<file path="config.mk">
export PLATFORM = sky130hd
export DESIGN_NAME = cal_alarm_unit
export DESIGN_NICKNAME = d
export VERILOG_FILES = /design/src/rtl/cal_alarm_pkg.sv /design/src/rtl/alarm_regs.sv /design/src/rtl/alarm1_match.sv /design/src/rtl/alarm2_match.sv /design/src/rtl/alarm_flags.sv /design/src/rtl/cal_alarm_unit.sv
export SDC_FILE = /design/constraint.sdc
export NUM_CORES = 1
export LEC_CHECK = 0
export ABC_CLOCK_PERIOD_IN_PS = 1500
export BUFFER_PORTS_ARGS = -buffer_cell sky130_fd_sc_hd__buf_2
export CORE_MARGIN = 2
export CORE_UTILIZATION = 48
export DETAILED_ROUTE_END_ITERATION = 8
export HOLD_SLACK_MARGIN = 0.08
export PLACE_DENSITY_LB_ADDON = 0.05
export SYNTH_ARGS = -nofsm -noshare
export SYNTH_HDL_FRONTEND = slang
export SYNTH_SLANG_ARGS = --single-unit
</file>
<file path="constraint.sdc">
create_clock -name clk -period 1.5 [get_ports clk]
set_clock_uncertainty 0.1 [all_clocks]
set_input_delay 0.075 -clock clk [delete_from_list [all_inputs] [get_ports clk]]
set_output_delay 0.075 -clock clk [all_outputs]
set_load 0.05 [all_outputs]
</file>
<file path="src/rtl/cal_alarm_pkg.sv">
package cal_alarm_pkg;

   localparam int A1_NF      = 6;
   localparam int A2_NF      = 3;
   localparam int EN_BIT     = 7;
   localparam int DD_SEL_BIT = 6;
   localparam int CMP_W      = 7;
   localparam int DD_W       = 6;

   localparam int AD_A1_BASE = 0;
   localparam int AD_A2_BASE = 6;
   localparam int AD_CTRL    = 9;
   localparam int AD_STAT    = 10;

   typedef struct packed {
      logic auto_clr;
      logic a2_ie;
      logic a1_ie;
      logic a2_on;
      logic a1_on;
   } ctrl_t;

   localparam int CTRL_W = $bits(ctrl_t);

endpackage

</file>
<file path="src/rtl/alarm_regs.sv">
module alarm_regs
   import cal_alarm_pkg::*;
#(
   parameter int DATA_W = 8,
   parameter int ADDR_W = 4
) (
   input  logic                            clk,
   input  logic                            rst_n,
   input  logic                            wr_en,
   input  logic [ADDR_W-1:0]               addr,
   input  logic [DATA_W-1:0]               wdata,
   input  logic [1:0]                      flags,
   output logic [A1_NF-1:0][DATA_W-1:0]    a1_q,
   output logic [A2_NF-1:0][DATA_W-1:0]    a2_q,
   output ctrl_t                           ctrl_q,
   output logic [DATA_W-1:0]               rdata
);

   localparam logic [ADDR_W-1:0] CTRL_AD = ADDR_W'(AD_CTRL);
   localparam logic [ADDR_W-1:0] STAT_AD = ADDR_W'(AD_STAT);

   generate
      for (genvar i = 0; i < A1_NF; i++) begin : g_a1
         localparam logic [ADDR_W-1:0] MY_AD = ADDR_W'(AD_A1_BASE + i);
         logic [DATA_W-1:0] q;
         always_ff @(posedge clk or negedge rst_n) begin
            if (!rst_n)                    q <= '0;
            else if (wr_en && addr == MY_AD) q <= wdata;
         end
         assign a1_q[i] = q;
      end
      for (genvar k = 0; k < A2_NF; k++) begin : g_a2
         localparam logic [ADDR_W-1:0] MY_AD = ADDR_W'(AD_A2_BASE + k);
         logic [DATA_W-1:0] q;
         always_ff @(posedge clk or negedge rst_n) begin
            if (!rst_n)                    q <= '0;
            else if (wr_en && addr == MY_AD) q <= wdata;
         end
         assign a2_q[k] = q;
      end
   endgenerate

   always_ff @(posedge clk or negedge rst_n) begin
      if (!rst_n)                        ctrl_q <= '0;
      else if (wr_en && addr == CTRL_AD) ctrl_q <= ctrl_t'(wdata[CTRL_W-1:0]);
   end

   always_comb begin
      rdata = '0;
      for (int i = 0; i < A1_NF; i++)
         if (addr == ADDR_W'(AD_A1_BASE + i)) rdata = a1_q[i];
      for (int k = 0; k < A2_NF; k++)
         if (addr == ADDR_W'(AD_A2_BASE + k)) rdata = a2_q[k];
      if (addr == CTRL_AD) rdata = {{(DATA_W-CTRL_W){1'b0}}, ctrl_q};
      if (addr == STAT_AD) rdata = {{(DATA_W-2){1'b0}}, flags};
   end

endmodule

</file>
<file path="src/rtl/alarm1_match.sv">
module alarm1_match
   import cal_alarm_pkg::*;
#(
   parameter int DATA_W = 8
) (
   input  logic                          tick,
   input  logic                          enable,
   input  logic [A1_NF-1:0][DATA_W-1:0]  alm,
   input  logic [A1_NF-1:0][DATA_W-1:0]  now,
   output logic                          hit
);

   logic [A1_NF-1:0] fen;
   logic [A1_NF-1:0] fok;

   generate
      for (genvar i = 0; i < A1_NF; i++) begin : g_field
         assign fen[i] = alm[i][EN_BIT];
         assign fok[i] = !fen[i] || (alm[i][CMP_W-1:0] == now[i][CMP_W-1:0]);
      end
   endgenerate

   // a fully masked first alarm is inert rather than always-true
   assign hit = tick && enable && (|fen) && (&fok);

endmodule

</file>
<file path="src/rtl/alarm2_match.sv">
module alarm2_match
   import cal_alarm_pkg::*;
#(
   parameter int DATA_W = 8
) (
   input  logic                          tick,
   input  logic                          enable,
   input  logic [A2_NF-1:0][DATA_W-1:0]  alm,
   input  logic [DATA_W-1:0]             sec,
   input  logic [DATA_W-1:0]             minute,
   input  logic [DATA_W-1:0]             hour,
   input  logic [DATA_W-1:0]             date,
   input  logic [DATA_W-1:0]             dow,
   output logic                          hit
);

   logic [DATA_W-1:0] dd_target;
   logic              ok_min, ok_hr, ok_dd, on_minute;

   assign dd_target = alm[2][DD_SEL_BIT] ? dow : date;

   assign ok_min = !alm[0][EN_BIT] || (alm[0][CMP_W-1:0] == minute[CMP_W-1:0]);
   assign ok_hr  = !alm[1][EN_BIT] || (alm[1][CMP_W-1:0] == hour[CMP_W-1:0]);
   assign ok_dd  = !alm[2][EN_BIT] || (alm[2][DD_W-1:0]  == dd_target[DD_W-1:0]);

   assign on_minute = (sec == '0);

   assign hit = tick && enable && on_minute && ok_min && ok_hr && ok_dd;

endmodule

</file>
<file path="src/rtl/alarm_flags.sv">
module alarm_flags #(
   parameter int IRQ_REG = 0
) (
   input  logic       clk,
   input  logic       rst_n,
   input  logic [1:0] set,
   input  logic       wr_clr,
   input  logic [1:0] wmask,
   input  logic       rd_clr,
   input  logic [1:0] ie,
   output logic [1:0] flags,
   output logic       irq_n
);

   logic [1:0] clr;
   logic [1:0] f_n;

   always_comb begin
      clr = (wr_clr ? ~wmask : 2'b00) | (rd_clr ? 2'b11 : 2'b00);
      f_n = (flags & ~clr) | set;
   end

   always_ff @(posedge clk or negedge rst_n) begin
      if (!rst_n) flags <= '0;
      else        flags <= f_n;
   end

   generate
      if (IRQ_REG == 0) begin : g_irq_comb
         assign irq_n = ~|(flags & ie);
      end else begin : g_irq_reg
         logic irq_q;
         always_ff @(posedge clk or negedge rst_n) begin
            if (!rst_n) irq_q <= 1'b1;
            else        irq_q <= ~|(f_n & ie);
         end
         assign irq_n = irq_q;
      end
   endgenerate

endmodule

</file>
<file path="src/rtl/cal_alarm_unit.sv">
module cal_alarm_unit
   import cal_alarm_pkg::*;
#(
   parameter int DATA_W  = 8,
   parameter int ADDR_W  = 4,
   parameter int IRQ_REG = 0
) (
   input  logic              clk,
   input  logic              rst_n,
   input  logic              tick,
   input  logic [DATA_W-1:0] t_sec,
   input  logic [DATA_W-1:0] t_min,
   input  logic [DATA_W-1:0] t_hour,
   input  logic [DATA_W-1:0] t_date,
   input  logic [DATA_W-1:0] t_month,
   input  logic [DATA_W-1:0] t_dow,
   input  logic              reg_wr,
   input  logic              reg_rd,
   input  logic [ADDR_W-1:0] reg_addr,
   input  logic [DATA_W-1:0] reg_wdata,
   output logic [DATA_W-1:0] reg_rdata,
   output logic              irq_n
);

   localparam logic [ADDR_W-1:0] STAT_AD = ADDR_W'(AD_STAT);

   generate
      if (DATA_W < 8) begin : g_bad_data_w
         $error("DATA_W must be at least 8");
      end
      if ((1 << ADDR_W) <= AD_STAT) begin : g_bad_addr_w
         $error("ADDR_W too small for the register map");
      end
      if (IRQ_REG != 0 && IRQ_REG != 1) begin : g_bad_irq
         $error("IRQ_REG must be 0 or 1");
      end
   endgenerate

   logic [A1_NF-1:0][DATA_W-1:0] a1_q;
   logic [A2_NF-1:0][DATA_W-1:0] a2_q;
   logic [A1_NF-1:0][DATA_W-1:0] now;
   ctrl_t                        ctrl_q;
   logic [1:0]                   flags;
   logic                         a1_hit, a2_hit;
   logic                         st_wr, st_rd;

   assign now   = {t_dow, t_month, t_date, t_hour, t_min, t_sec};
   assign st_wr = reg_wr && (reg_addr == STAT_AD);
   assign st_rd = reg_rd && (reg_addr == STAT_AD) && ctrl_q.auto_clr;

   alarm_regs #(.DATA_W(DATA_W), .ADDR_W(ADDR_W)) u_regs (
      .clk    (clk),
      .rst_n  (rst_n),
      .wr_en  (reg_wr),
      .addr   (reg_addr),
      .wdata  (reg_wdata),
      .flags  (flags),
      .a1_q   (a1_q),
      .a2_q   (a2_q),
      .ctrl_q (ctrl_q),
      .rdata  (reg_rdata)
   );

   alarm1_match #(.DATA_W(DATA_W)) u_m1 (
      .tick   (tick),
      .enable (ctrl_q.a1_on),
      .alm    (a1_q),
      .now    (now),
      .hit    (a1_hit)
   );

   alarm2_match #(.DATA_W(DATA_W)) u_m2 (
      .tick   (tick),
      .enable (ctrl_q.a2_on),
      .alm    (a2_q),
      .sec    (t_sec),
      .minute (t_min),
      .hour   (t_hour),
      .date   (t_date),
      .dow    (t_dow),
      .hit    (a2_hit)
   );

   alarm_flags #(.IRQ_REG(IRQ_REG)) u_flags (
      .clk    (clk),
      .rst_n  (rst_n),
      .set    ({a2_hit, a1_hit}),
      .wr_clr (st_wr),
      .wmask  (reg_wdata[1:0]),
      .rd_clr (st_rd),
      .ie     ({ctrl_q.a2_ie, ctrl_q.a1_ie}),
      .flags  (flags),
      .irq_n  (irq_n)
   );

endmodule

</file>
==> results.tsv <==
metric	value	unit
largest net degree at the start of global routing	31	
dpl ws	-0.237	ns
clock power share	0.229	
Seq pwr share	0.398	
sequential share of the synthesized area	0.426	
H-tree levels	3	
Post-synth EDFFs	0	
Die ar.	10500	um2
Setup Crit Path Kind	reg2out	
status	finished, violations left	
FMAX	0.502	GHz
max cap viols	0	
post-synth design cell area	4640	um2
via count	4027	
switching power	2.59	mW
Total Wirelength	15.3	mm
area of the multi-input gates	2740	um2
distinct cell type count after synthesis	48	
worst path bufs/invs	1	
share of synthesized area spent on multiplexers	0.226	
Total GRT Usage	0.307	
Core ar.	9330	um2
Cells after Synth	404	
clock root buffer	clkbuf_8	
Async SR Flop Fraction	1.00	
initial antenna violation count	0	
Final WS setup	-0.491	ns
crit path DAT	1.82	ns
GPL Wtd Cong	0.962	
vias in the first global route	4113	
Synth Area in Simple Gates	0.0944	
clk sinks	79	
Required @ worst endpoint	1.32	ns
worst skew pair latency	0.36	ns
port bufs	68	
Hold WS	0.0857	ns
Max transition margin	0.551	
Via-to-Cell Ratio	5.62	
Register Area	1980	um2
Top Ports	74	
fin area	6480	um2
critical path launch point type	flop	
TritonCTS Buffers	9	
overall power	7.76	mW
total congestion overflow	0	
Routed Antenna Nets	0	
switching part of the total power	0.333	
actual slew at the worst max-slew pin	0.672	ns
# DRC	0	
Avg Inst Size Synth	11.5	um2
worst vdd ir	0.652	mV
Placement Rows	35	
Final Core Density	0.694	
final setup fails	10	
Synth Area in XOR/XNOR	0.117	
top-area cell type share of the netlist area	0.426	
leakage power	2.85	nW
top post-synthesis cells by area	dfrtp_1, mux2_2, xnor2_1	
flops & latches, synth	79	
Synth Area in Adders	0	
CP delay by family, top	multiplexers	
nets	648	
Initial Util	0.497	
synthesized net count	469	
slowest CP cell	mux4_2	
Max Buffers Root-to-Sink	2	
Die W	102	um
first-pass iteration count of the detailed router	4	
Hold Crit Class	in2reg	
min Tclk post-route	1.99	ns
CP cell instances	mux4_2 -> mux2i_1 -> o21a_1 -> a21oi_2 -> buf_6	
Fillers	737	
leading area contributor after synthesis	dfrtp_1	
Final Slew Violations	0	
Tcrit/Tclk final	1.33	
Area Overhead vs Synth	39.7	%
peak fanout along the critical path	2	
crit end category	primary output	
WL per Instance	21.3	um
Comb power frac	0.373	
Die Y	102	um
share of layout cells above drive strength 1	0.535	
failing checks	negative setup slack	
pwr dens	1200	nW/um2
first-pass GRT wire length	23.0	mm
Internal	5.18	mW
Max stage delay on crit path	0.52	ns
largest family of logic cells by synthesized area	multiplexers	
initial drt markers	208	
post-DP HPWL	11.3	mm
final hold vios	0	
CTS tree	built	
placed cell areas	5750	um2
RSZ-0062 raised after global routing	yes	
clock slew at reported path FFs	0.09	ns
compound-gate portion of the synthesized area	0.109	
dominant synthesized flop cell	dfrtp_1	
YS warnings	0	
cells by family (layout without fill, tap and decap cells):
| kind of cell | count (synthesis) | after routing |
|---|---|---|
| other | 0 | 1 |
| AND/OR/NAND/NOR | 75 | 75 |
| AO/OA/AOI/OAI | 79 | 79 |
| XOR/XNOR | 62 | 62 |
| buffers and inverters | 21 | 204 |
| flip-flops | 79 | 79 |
| multiplexers | 88 | 88 |
layer usage:
metal | part of all wire | vias up | global-route usage
met2 | 0.49 | 162 | 0.505
met5 | 0 | - | 0
met4 | 0.020 | 0 | 0.0985
met3 | 0.073 | 20 | 0.0547
met1 | 0.42 | 1995 | 0.414
li1 | - | 1850 | -
cells in the final DEF (no fill, tap or decap), types with 4 or more instances in the layout:
master         count
a21oi_1           11
a21oi_2            5
a22oi_2            7
buf_12             4
buf_2             59
buf_4             97
buf_6             10
clkbuf_8           9
dfrtp_1           78
dlygate4sd3_1     13
mux2_2            69
mux2i_1            9
mux4_2             6
nand2_1           19
nand2_2            4
nand4_1           13
nor2_1            10
nor2_4             4
nor2b_1            5
o21ai_0           16
o21ai_1            5
o22ai_1            5
o41ai_2            5
xnor2_1           35
xor2_1            23
cell type report:
type / count / area share
Inverter: 5 / 0.00290
Multi-Input combinational cell: 304 / 0.423
Antenna cell: 1 / 0.000386
Clock buffer: 9 / 0.0191
Tap cell: 129 / 0.0249
Timing Repair Buffer: 184 / 0.210
Clock inverter: 6 / 0.0145
Sequential cell: 79 / 0.305
per-stage QoR:
step | setup TNS (ns) | cells
after detailed placement | -8.67 | 669
after floorplan | -0.0879 | 404
final | -3.79 | 717
after global placement | -7.04 | 669
after global routing | -5.67 | 716
after CTS | -4.03 | 708
cell usage after synthesis, drive strengths merged (6+ instances only):
cell type / number
mux2i: 10
o21ai: 21
nand2: 23
xor2: 25
xnor2: 37
mux2: 72
mux4: 6
nor2: 17
o41ai: 7
nand4: 13
buf: 16
dfrtp: 79
a21oi: 16
o22ai: 8
a22oi: 10
power by group through the flow:
| stage | clock network [mW] | logic [mW] | registers [mW] |
|---|---|---|---|
| 2_1_floorplan | 0 | 1.42 | 2.99 |
| 3_3_place_gp | 0 | 2.37 | 3.14 |
| 3_5_place_dp | 0 | 2.42 | 3.15 |
| 4_1_cts | 1.78 | 2.71 | 3.08 |
| 5_1_grt | 1.88 | 3.12 | 3.13 |
| 6_report | 1.78 | 2.90 | 3.09 |
final timing paths:
| kind | start | end | slack [ns] | cells past startpoint |
|---|---|---|---|---|
| max | u_regs.g_a1[5].q[0]$_DFFE_PN0P_ | reg_rdata[0] | -0.49 | 5 |
| min | t_sec[5] | u_flags.flags[1]$_DFF_PN0_ | 0.09 | 5 |
| max reg2reg | u_regs.g_a2[0].q[0]$_DFFE_PN0P_ | u_flags.flags[1]$_DFF_PN0_ | -0.30 | 6 |
| min reg2reg | u_regs.g_a2[2].q[7]$_DFFE_PN0P_ | u_regs.g_a2[2].q[7]$_DFFE_PN0P_ | 0.44 | 1 |
| max in group asynchronous | rst_n | u_regs.g_a1[0].q[2]$_DFFE_PN0P_ | 0.05 | 3 |
| min in group asynchronous | rst_n | u_regs.g_a2[1].q[1]$_DFFE_PN0P_ | 0.16 | 3 |
worst min-delay path, stage by stage:
cell and delay [ns]:
buf_2 0.09, or4_1 0.09, nor3_1 0.05, nand4_1 0.13, o21ai_1 0.07
state kept, by name, summed over array words and instances (netlist names):
name / count
u_flags.flags: 2
u_regs.ctrl_q: 5
u_regs.g_a1.q: 48
u_regs.g_a2.q: 24
timing repair:
item,in CTS,in global routing
hold buffers,13,1
pin swaps,14,18
gates resized for setup,33,23
endpoints found under the hold margin,98,14
setup buffers,11,9
endpoints found under the setup margin,10,24
Power figures use the tool's default switching activity.
